File: config.mk
export PLATFORM = sky130hd
export DESIGN_NAME = io_tgt_decode
export DESIGN_NICKNAME = d
export VERILOG_FILES = /design/src/rtl/io_tgt_pkg.sv /design/src/rtl/io_addr_match.sv /design/src/rtl/io_be_check.sv /design/src/rtl/io_phase_ctl.sv /design/src/rtl/io_tgt_decode.sv
export SDC_FILE = /design/constraint.sdc
export NUM_CORES = 1
export LEC_CHECK = 0
export BUFFER_PORTS_ARGS = -buffer_cell sky130_fd_sc_hd__buf_2
export CORE_UTILIZATION = 47
export DETAILED_ROUTE_END_ITERATION = 8
export GPL_ROUTABILITY_DRIVEN = 1
export GPL_TIMING_DRIVEN = 0
export PLACE_DENSITY_LB_ADDON = 0.2
export SLEW_MARGIN = 10
export SYNTH_ARGS = -nofsm -noshare
export SYNTH_HDL_FRONTEND = slang
export SYNTH_HIERARCHICAL = 1
export SYNTH_SLANG_ARGS = --single-unit
File: constraint.sdc
create_clock -name clk -period 1.9 [get_ports clk]
set_clock_uncertainty 0.2 [all_clocks]
set_input_delay 0 -clock clk [delete_from_list [all_inputs] [get_ports clk]]
set_output_delay 0 -clock clk [all_outputs]
set_load 0.03 [all_outputs]
File: src/rtl/io_tgt_pkg.sv
package io_tgt_pkg;

    localparam int LANES  = 4;
    localparam int LANE_W = $clog2(LANES);

    localparam logic [3:0] CMD_IO_RD = 4'b0010;
    localparam logic [3:0] CMD_IO_WR = 4'b0011;

    typedef enum logic [1:0] {
        PW_8    = 2'd0,
        PW_16   = 2'd1,
        PW_32   = 2'd2,
        PW_RSVD = 2'd3
    } port_width_e;

    typedef enum logic [1:0] {
        DISC_NONE      = 2'd0,
        DISC_WITH_DATA = 2'd1,
        DISC_NO_DATA   = 2'd2
    } disc_e;

    typedef enum logic {
        PH_IDLE = 1'b0,
        PH_DATA = 1'b1
    } phase_e;

    typedef struct packed {
        logic  claim;
        logic  abort;
        disc_e disc;
    } verdict_t;

    function automatic logic [LANES-1:0] lane_onehot(input logic [LANE_W-1:0] lane);
        return LANES'(1) << lane;
    endfunction

    // Lanes occupied by the port, given the low base bits.
    function automatic logic [LANES-1:0] port_lanes(input port_width_e w,
                                                     input logic [LANE_W-1:0] base_lo);
        logic [LANES-1:0] m;
        case (w)
            PW_8:    m = lane_onehot(base_lo);
            PW_16:   m = 4'b0011 << {base_lo[1], 1'b0};
            PW_32:   m = 4'b1111;
            default: m = 4'b0000;
        endcase
        return m;
    endfunction

    function automatic logic is_io_cmd(input logic [3:0] cmd);
        return (cmd == CMD_IO_RD) || (cmd == CMD_IO_WR);
    endfunction

endpackage

File: src/rtl/io_addr_match.sv
module io_addr_match
    import io_tgt_pkg::*;
#(
    parameter int ADDR_W = 32
) (
    input  logic [ADDR_W-1:0] addr_i,
    input  logic [ADDR_W-1:0] base_i,
    input  port_width_e       width_i,
    output logic              hit_o,
    output logic [LANES-1:0]  port_mask_o
);
    localparam int DW_LSB = LANE_W;

    logic             dword_hit;
    logic [LANES-1:0] mask;
    logic             lane_hit;

    always_comb begin
        dword_hit = (addr_i[ADDR_W-1:DW_LSB] == base_i[ADDR_W-1:DW_LSB]);
        mask      = port_lanes(width_i, base_i[LANE_W-1:0]);
        // A 32-bit port ignores the low address bits.
        lane_hit  = (width_i == PW_32) ? 1'b1 : mask[addr_i[LANE_W-1:0]];
        hit_o       = dword_hit && lane_hit && (width_i != PW_RSVD);
        port_mask_o = mask;
    end

endmodule

File: src/rtl/io_be_check.sv
module io_be_check
    import io_tgt_pkg::*;
(
    input  logic [LANES-1:0]  be_n_i,
    input  logic [LANE_W-1:0] lane_i,
    input  logic [LANES-1:0]  port_mask_i,
    input  port_width_e       width_i,
    output logic              lane_on_o,
    output logic              illegal_o
);
    logic [LANES-1:0] be_act;
    logic [LANES-1:0] lane_bit;
    logic [LANES-1:0] bad_lane;
    logic             narrow;

    assign be_act   = ~be_n_i;
    assign lane_bit = lane_onehot(lane_i);
    assign narrow   = (width_i == PW_8) || (width_i == PW_16);

    genvar k;
    generate
        for (k = 0; k < LANES; k++) begin : g_lane
            // Lane k is bad if enabled while below the start lane or outside the port.
            assign bad_lane[k] = be_act[k] &&
                                 ((k < int'(lane_i)) || !port_mask_i[k]);
        end
    endgenerate

    assign lane_on_o = narrow ? |(be_act & lane_bit) : 1'b1;
    assign illegal_o = narrow && (|bad_lane);

endmodule

File: src/rtl/io_phase_ctl.sv
module io_phase_ctl
    import io_tgt_pkg::*;
(
    input  logic clk,
    input  logic rst,
    input  logic frame_i,
    input  logic irdy_i,
    output logic start_o,
    output logic eval_o
);
    phase_e state_q;
    logic   frame_q;

    assign start_o = (state_q == PH_IDLE) && frame_i && !frame_q;
    assign eval_o  = (state_q == PH_DATA) && irdy_i;

    always_ff @(posedge clk) begin
        if (rst) begin
            state_q <= PH_IDLE;
            frame_q <= 1'b0;
        end else begin
            frame_q <= frame_i;
            case (state_q)
                PH_IDLE: if (start_o) state_q <= PH_DATA;
                PH_DATA: if (eval_o)  state_q <= PH_IDLE;
                default:              state_q <= PH_IDLE;
            endcase
        end
    end

endmodule

File: src/rtl/io_tgt_decode.sv
module io_tgt_decode
    import io_tgt_pkg::*;
#(
    parameter int ADDR_W = 32
) (
    input  logic              clk,
    input  logic              rst,
    input  logic              bus_frame_i,
    input  logic              bus_irdy_i,
    input  logic [ADDR_W-1:0] bus_addr_i,
    input  logic [3:0]        bus_cmd_i,
    input  logic [3:0]        bus_be_n_i,
    input  logic [ADDR_W-1:0] cfg_base_i,
    input  logic [1:0]        cfg_width_i,
    input  logic              cfg_disc_mode_i,
    output logic              claim_o,
    output logic              tabort_o,
    output logic [1:0]        disc_o
);
    logic              start_w;
    logic              eval_w;
    logic [ADDR_W-1:0] addr_q;
    logic [3:0]        cmd_q;
    port_width_e       width;
    logic              hit;
    logic [LANES-1:0]  port_mask;
    logic              lane_on;
    logic              illegal;
    verdict_t          next_v;
    verdict_t          verdict_q;

    assign width = port_width_e'(cfg_width_i);

    io_phase_ctl u_ctl (
        .clk     (clk),
        .rst     (rst),
        .frame_i (bus_frame_i),
        .irdy_i  (bus_irdy_i),
        .start_o (start_w),
        .eval_o  (eval_w)
    );

    io_addr_match #(.ADDR_W(ADDR_W)) u_match (
        .addr_i      (addr_q),
        .base_i      (cfg_base_i),
        .width_i     (width),
        .hit_o       (hit),
        .port_mask_o (port_mask)
    );

    io_be_check u_be (
        .be_n_i      (bus_be_n_i),
        .lane_i      (addr_q[LANE_W-1:0]),
        .port_mask_i (port_mask),
        .width_i     (width),
        .lane_on_o   (lane_on),
        .illegal_o   (illegal)
    );

    always_comb begin
        next_v.claim = is_io_cmd(cmd_q) && hit && lane_on;
        next_v.abort = next_v.claim && illegal;
        if (next_v.claim && !next_v.abort && bus_frame_i)
            next_v.disc = cfg_disc_mode_i ? DISC_NO_DATA : DISC_WITH_DATA;
        else
            next_v.disc = DISC_NONE;
    end

    always_ff @(posedge clk) begin
        if (rst) begin
            addr_q    <= '0;
            cmd_q     <= '0;
            verdict_q <= '{claim: 1'b0, abort: 1'b0, disc: DISC_NONE};
        end else if (start_w) begin
            addr_q    <= bus_addr_i;
            cmd_q     <= bus_cmd_i;
            verdict_q <= '{claim: 1'b0, abort: 1'b0, disc: DISC_NONE};
        end else if (eval_w) begin
            verdict_q <= next_v;
        end
    end

    assign claim_o  = verdict_q.claim;
    assign tabort_o = verdict_q.abort;
    assign disc_o   = verdict_q.disc;

endmodule

==> impl_metrics.ini <==
[clock_tree]
cts.reportedPaths.clkPinSlew_ns = 0.08
h-tree-depth = 2
clock_sinks = 41
clk-insertion-delay-late_ns = 0.29
cts_tree = built
clockRootBuffer = clkbuf_8
cts_buffers = 5
clk_path_buf_depth = 2

[drt]
vias_per_cell = 4.75
drc = 0
ant_nets = 0
vias = 1849
firstDrtPassIters = 4
wl_met3_um = 208
first_iter_violations = 50
highest_layer = met4
drt_wl_total_um = 5230
met1Wirelength_um = 2350
wl_per_cell_um = 13.4
wl_met2_um = 2630

[global_route]
track_usage_pct = 23.8
grt_max_degree = 13
globalRouteOverflowTotal = 0
antenna_found_initial = 0
grt_pass1_vias = 1815
grt_pass1_wl_um = 8060

[worst_setup_path]
crit_type = flop to flop
r2r_end = disc_o[0]
r2r-start = addr_q[6]
critPathLaunch = addr_q[6]
path_common_cell = nand4_1
cp_top_family = compound AO/OA/AOI/OAI gates
startpoint_type = flop
cpMaxStageDelayCell = a2111oi_2
worst-r2r-cell-count = 6
timing.critical_path.slowest_cell_delay_ns = 0.37
cp_num_buf_inv = 0
crit_path_end = disc_o[0]
cp_max_fo = 3
cp.arrival_ns = 1.93
crit_required_ns = 1.90
crit_path_end_kind = flop
r2r_setup_slack_ns = -0.03
crit_chain = xor2_1 -> a2111oi_2 -> nand4_1 -> nor3_2 -> nand4_1 -> o41ai_2
cp_num_cells = 6

[power_and_ir_drop]
cellInternalPower_mw = 1.53
peakVddDrop_mv = 0.597
switching_share_pct = 25.2
p_leak_nw = 1.44
comb_power_share_pct = 20.9
powerDensity_nw_per_um2 = 671
p_sw_mw = 0.517
clock_power_share_pct = 33.0
finalPower_mw = 2.05
seqPwrFrac_pct = 46.0

[layout]
n_fill_cell = 294
drive_gt1_share_pct = 32.7
syn_to_final_growth_pct = 48.5
finalNetCount = 418
fin_cells = 389
n_antenna_cell = 0

[yosys]
synth_seq_cells = 41
ys_seq_area_share_pct = 39.9
ys_types = 35
async_flop_share_pct = 0
postSynthAreaPerCell_um2 = 9.84
netlist_area_um2 = 2060
yosysWarnings = 6
synth_ff_type = dfxtp_1
syn_inst = 209
synth_edf_count = 0
postSynthNetCount = 288

[outcome]
status = finished, violations left
violations = setup timing

[timing]
max_freq_mhz = 518
tightestPinTransition_ns = 0.412
rsz0062_at_grt = yes
slew_viol_final = 0
fin_hold_ws_ns = 0.0657
worst_slew_margin_rel_pct = 72.5
hold_viol_final = 0
setup_slack_ns = -0.0299
final-setup-viol-count = 1
min_period_ns = 1.93
fin_crit_sh_pct = 102

[hold_path]
hold_path.class = input port to flop
hp-start = bus_be_n_i[0]

[floorplan]
initial_utilization_pct = 50.3
die_w_um = 68.2
boundaryPins = 83
num_rows = 23
coreArea_um2 = 4090
die_h_um = 68.2
die_area_um2 = 4650

[placement]
numPortBuffers = 81
pre_cts_ws_ns = 0.00132
dp_cells = 340
finalWeightedCongestion = 0.751
hpwlAfterDp_um = 3370

[flow_run]
maxCapViolations = 0
==> worst register-to-register path, delay by kind of cell (launching register included) <==
family	cells	cell delay [ns]
compound gates	2	0.60
xor+xnor	1	0.14
flops	1	0.33
simple gates	3	0.56
==> area by class of cell <==
cell class	count	area [um^2]	share of cell area, %
Timing Repair Buffer	123	823	27.0
Tap cell	50	62.6	2.05
Clock buffer	5	68.8	2.25
Multi-Input combinational cell	154	1150	37.5
Buffer	10	81.3	2.66
Clock inverter	2	35.0	1.15
Sequential cell	41	822	26.9
Inverter	4	15.0	0.492
==> synthesized netlist by cell type, types with 2 or more instances <==
master	n	area [um^2]
a21oi_1	8	40.0
buf_4	2	15.0
nor3_1	2	10.0
nand3_1	2	10.0
nand4_1	4	25.0
inv_1	3	11.3
nor2_1	40	150
buf_6	2	22.5
nor2b_1	3	18.8
mux2i_1	36	360
dfxtp_1	41	821
nand2_1	5	18.8
nor4_1	4	25.0
xor2_1	32	280
buf_2	4	20.0
o21ai_0	2	10.0
==> what timing repair did <==
action,CTS,global route
endpoints found under the setup margin,1,3
pin swaps,1,1
resized for setup,0,3
hold buffers,41,0
setup buffers,0,1
endpoints found under the hold margin,40,0
==> how the worst min path moves through the flow <==
stage	endpoint	slack [ns]	cells past startpoint
after detailed placement	disc_o[0]	0.02	2
after floorplan	u_ctl/frame_q	-0.13	1
after global routing	tabort_o	0.11	5
after CTS	tabort_o	0.07	5
final	tabort_o	0.07	5
after global placement	disc_o[0]	0.02	2
==> flip-flops by register name, indices dropped and copies added, names as in the netlist <==
| register | cells |
|---|---|
| disc_o | 2 |
| tabort_o | 1 |
| u_ctl/state_q | 1 |
| addr_q | 32 |
| claim_o | 1 |
| u_ctl/frame_q | 1 |
| cmd_q | 3 |
==> metal layers <==
metal,track usage [%],vias to the layer above
met5,0,-
met4,7.81,0
met3,5.17,4
met2,42.2,41
met1,28.1,833
li1,-,971
==> layout by cell type, fill, tap and decap left out, types with 3 or more instances in the layout <==
| cell | count |
|---|---|
| dlygate4sd3_1 | 41 |
| nand2_1 | 5 |
| dfxtp_1 | 40 |
| nor2_1 | 40 |
| a21oi_1 | 8 |
| inv_1 | 3 |
| clkbuf_8 | 5 |
| nand4_1 | 4 |
| nor2b_1 | 3 |
| mux2i_1 | 36 |
| buf_2 | 85 |
| nor4_1 | 3 |
| xor2_1 | 32 |
| buf_4 | 3 |
==> stage by stage <==
stage,instance area (um^2),utilization [%],TNS (ns)
finish,3050,74.7,-0.0299
floorplan,2060,-,0
global route,3050,74.7,-0.331
global placement,2520,61.8,0
detailed placement,2520,61.8,0
CTS,3040,74.4,-0.0201
==> kinds of logic (layout without fill, tap and decap cells) <==
kind of cell | after synthesis | in the layout | synth area share [%]
AND/OR/NAND/NOR | 68 | 68 | 17.2
multiplexers | 37 | 37 | 18.6
flip-flops | 41 | 41 | 39.9
XOR/XNOR | 32 | 32 | 13.6
AO/OA/AOI/OAI | 17 | 17 | 5.96
buffers and inverters | 14 | 144 | 4.68
==> power groups by stage <==
stage	Sequential (mW)	Combinational (mW)	Clock [mW]
2_1_floorplan	0.955	0.229	0
3_3_place_gp	0.961	0.349	0
3_5_place_dp	0.962	0.356	0
4_1_cts	0.943	0.423	0.686
5_1_grt	0.950	0.468	0.733
6_report	0.944	0.429	0.678
Power figures use the tool's default switching activity.
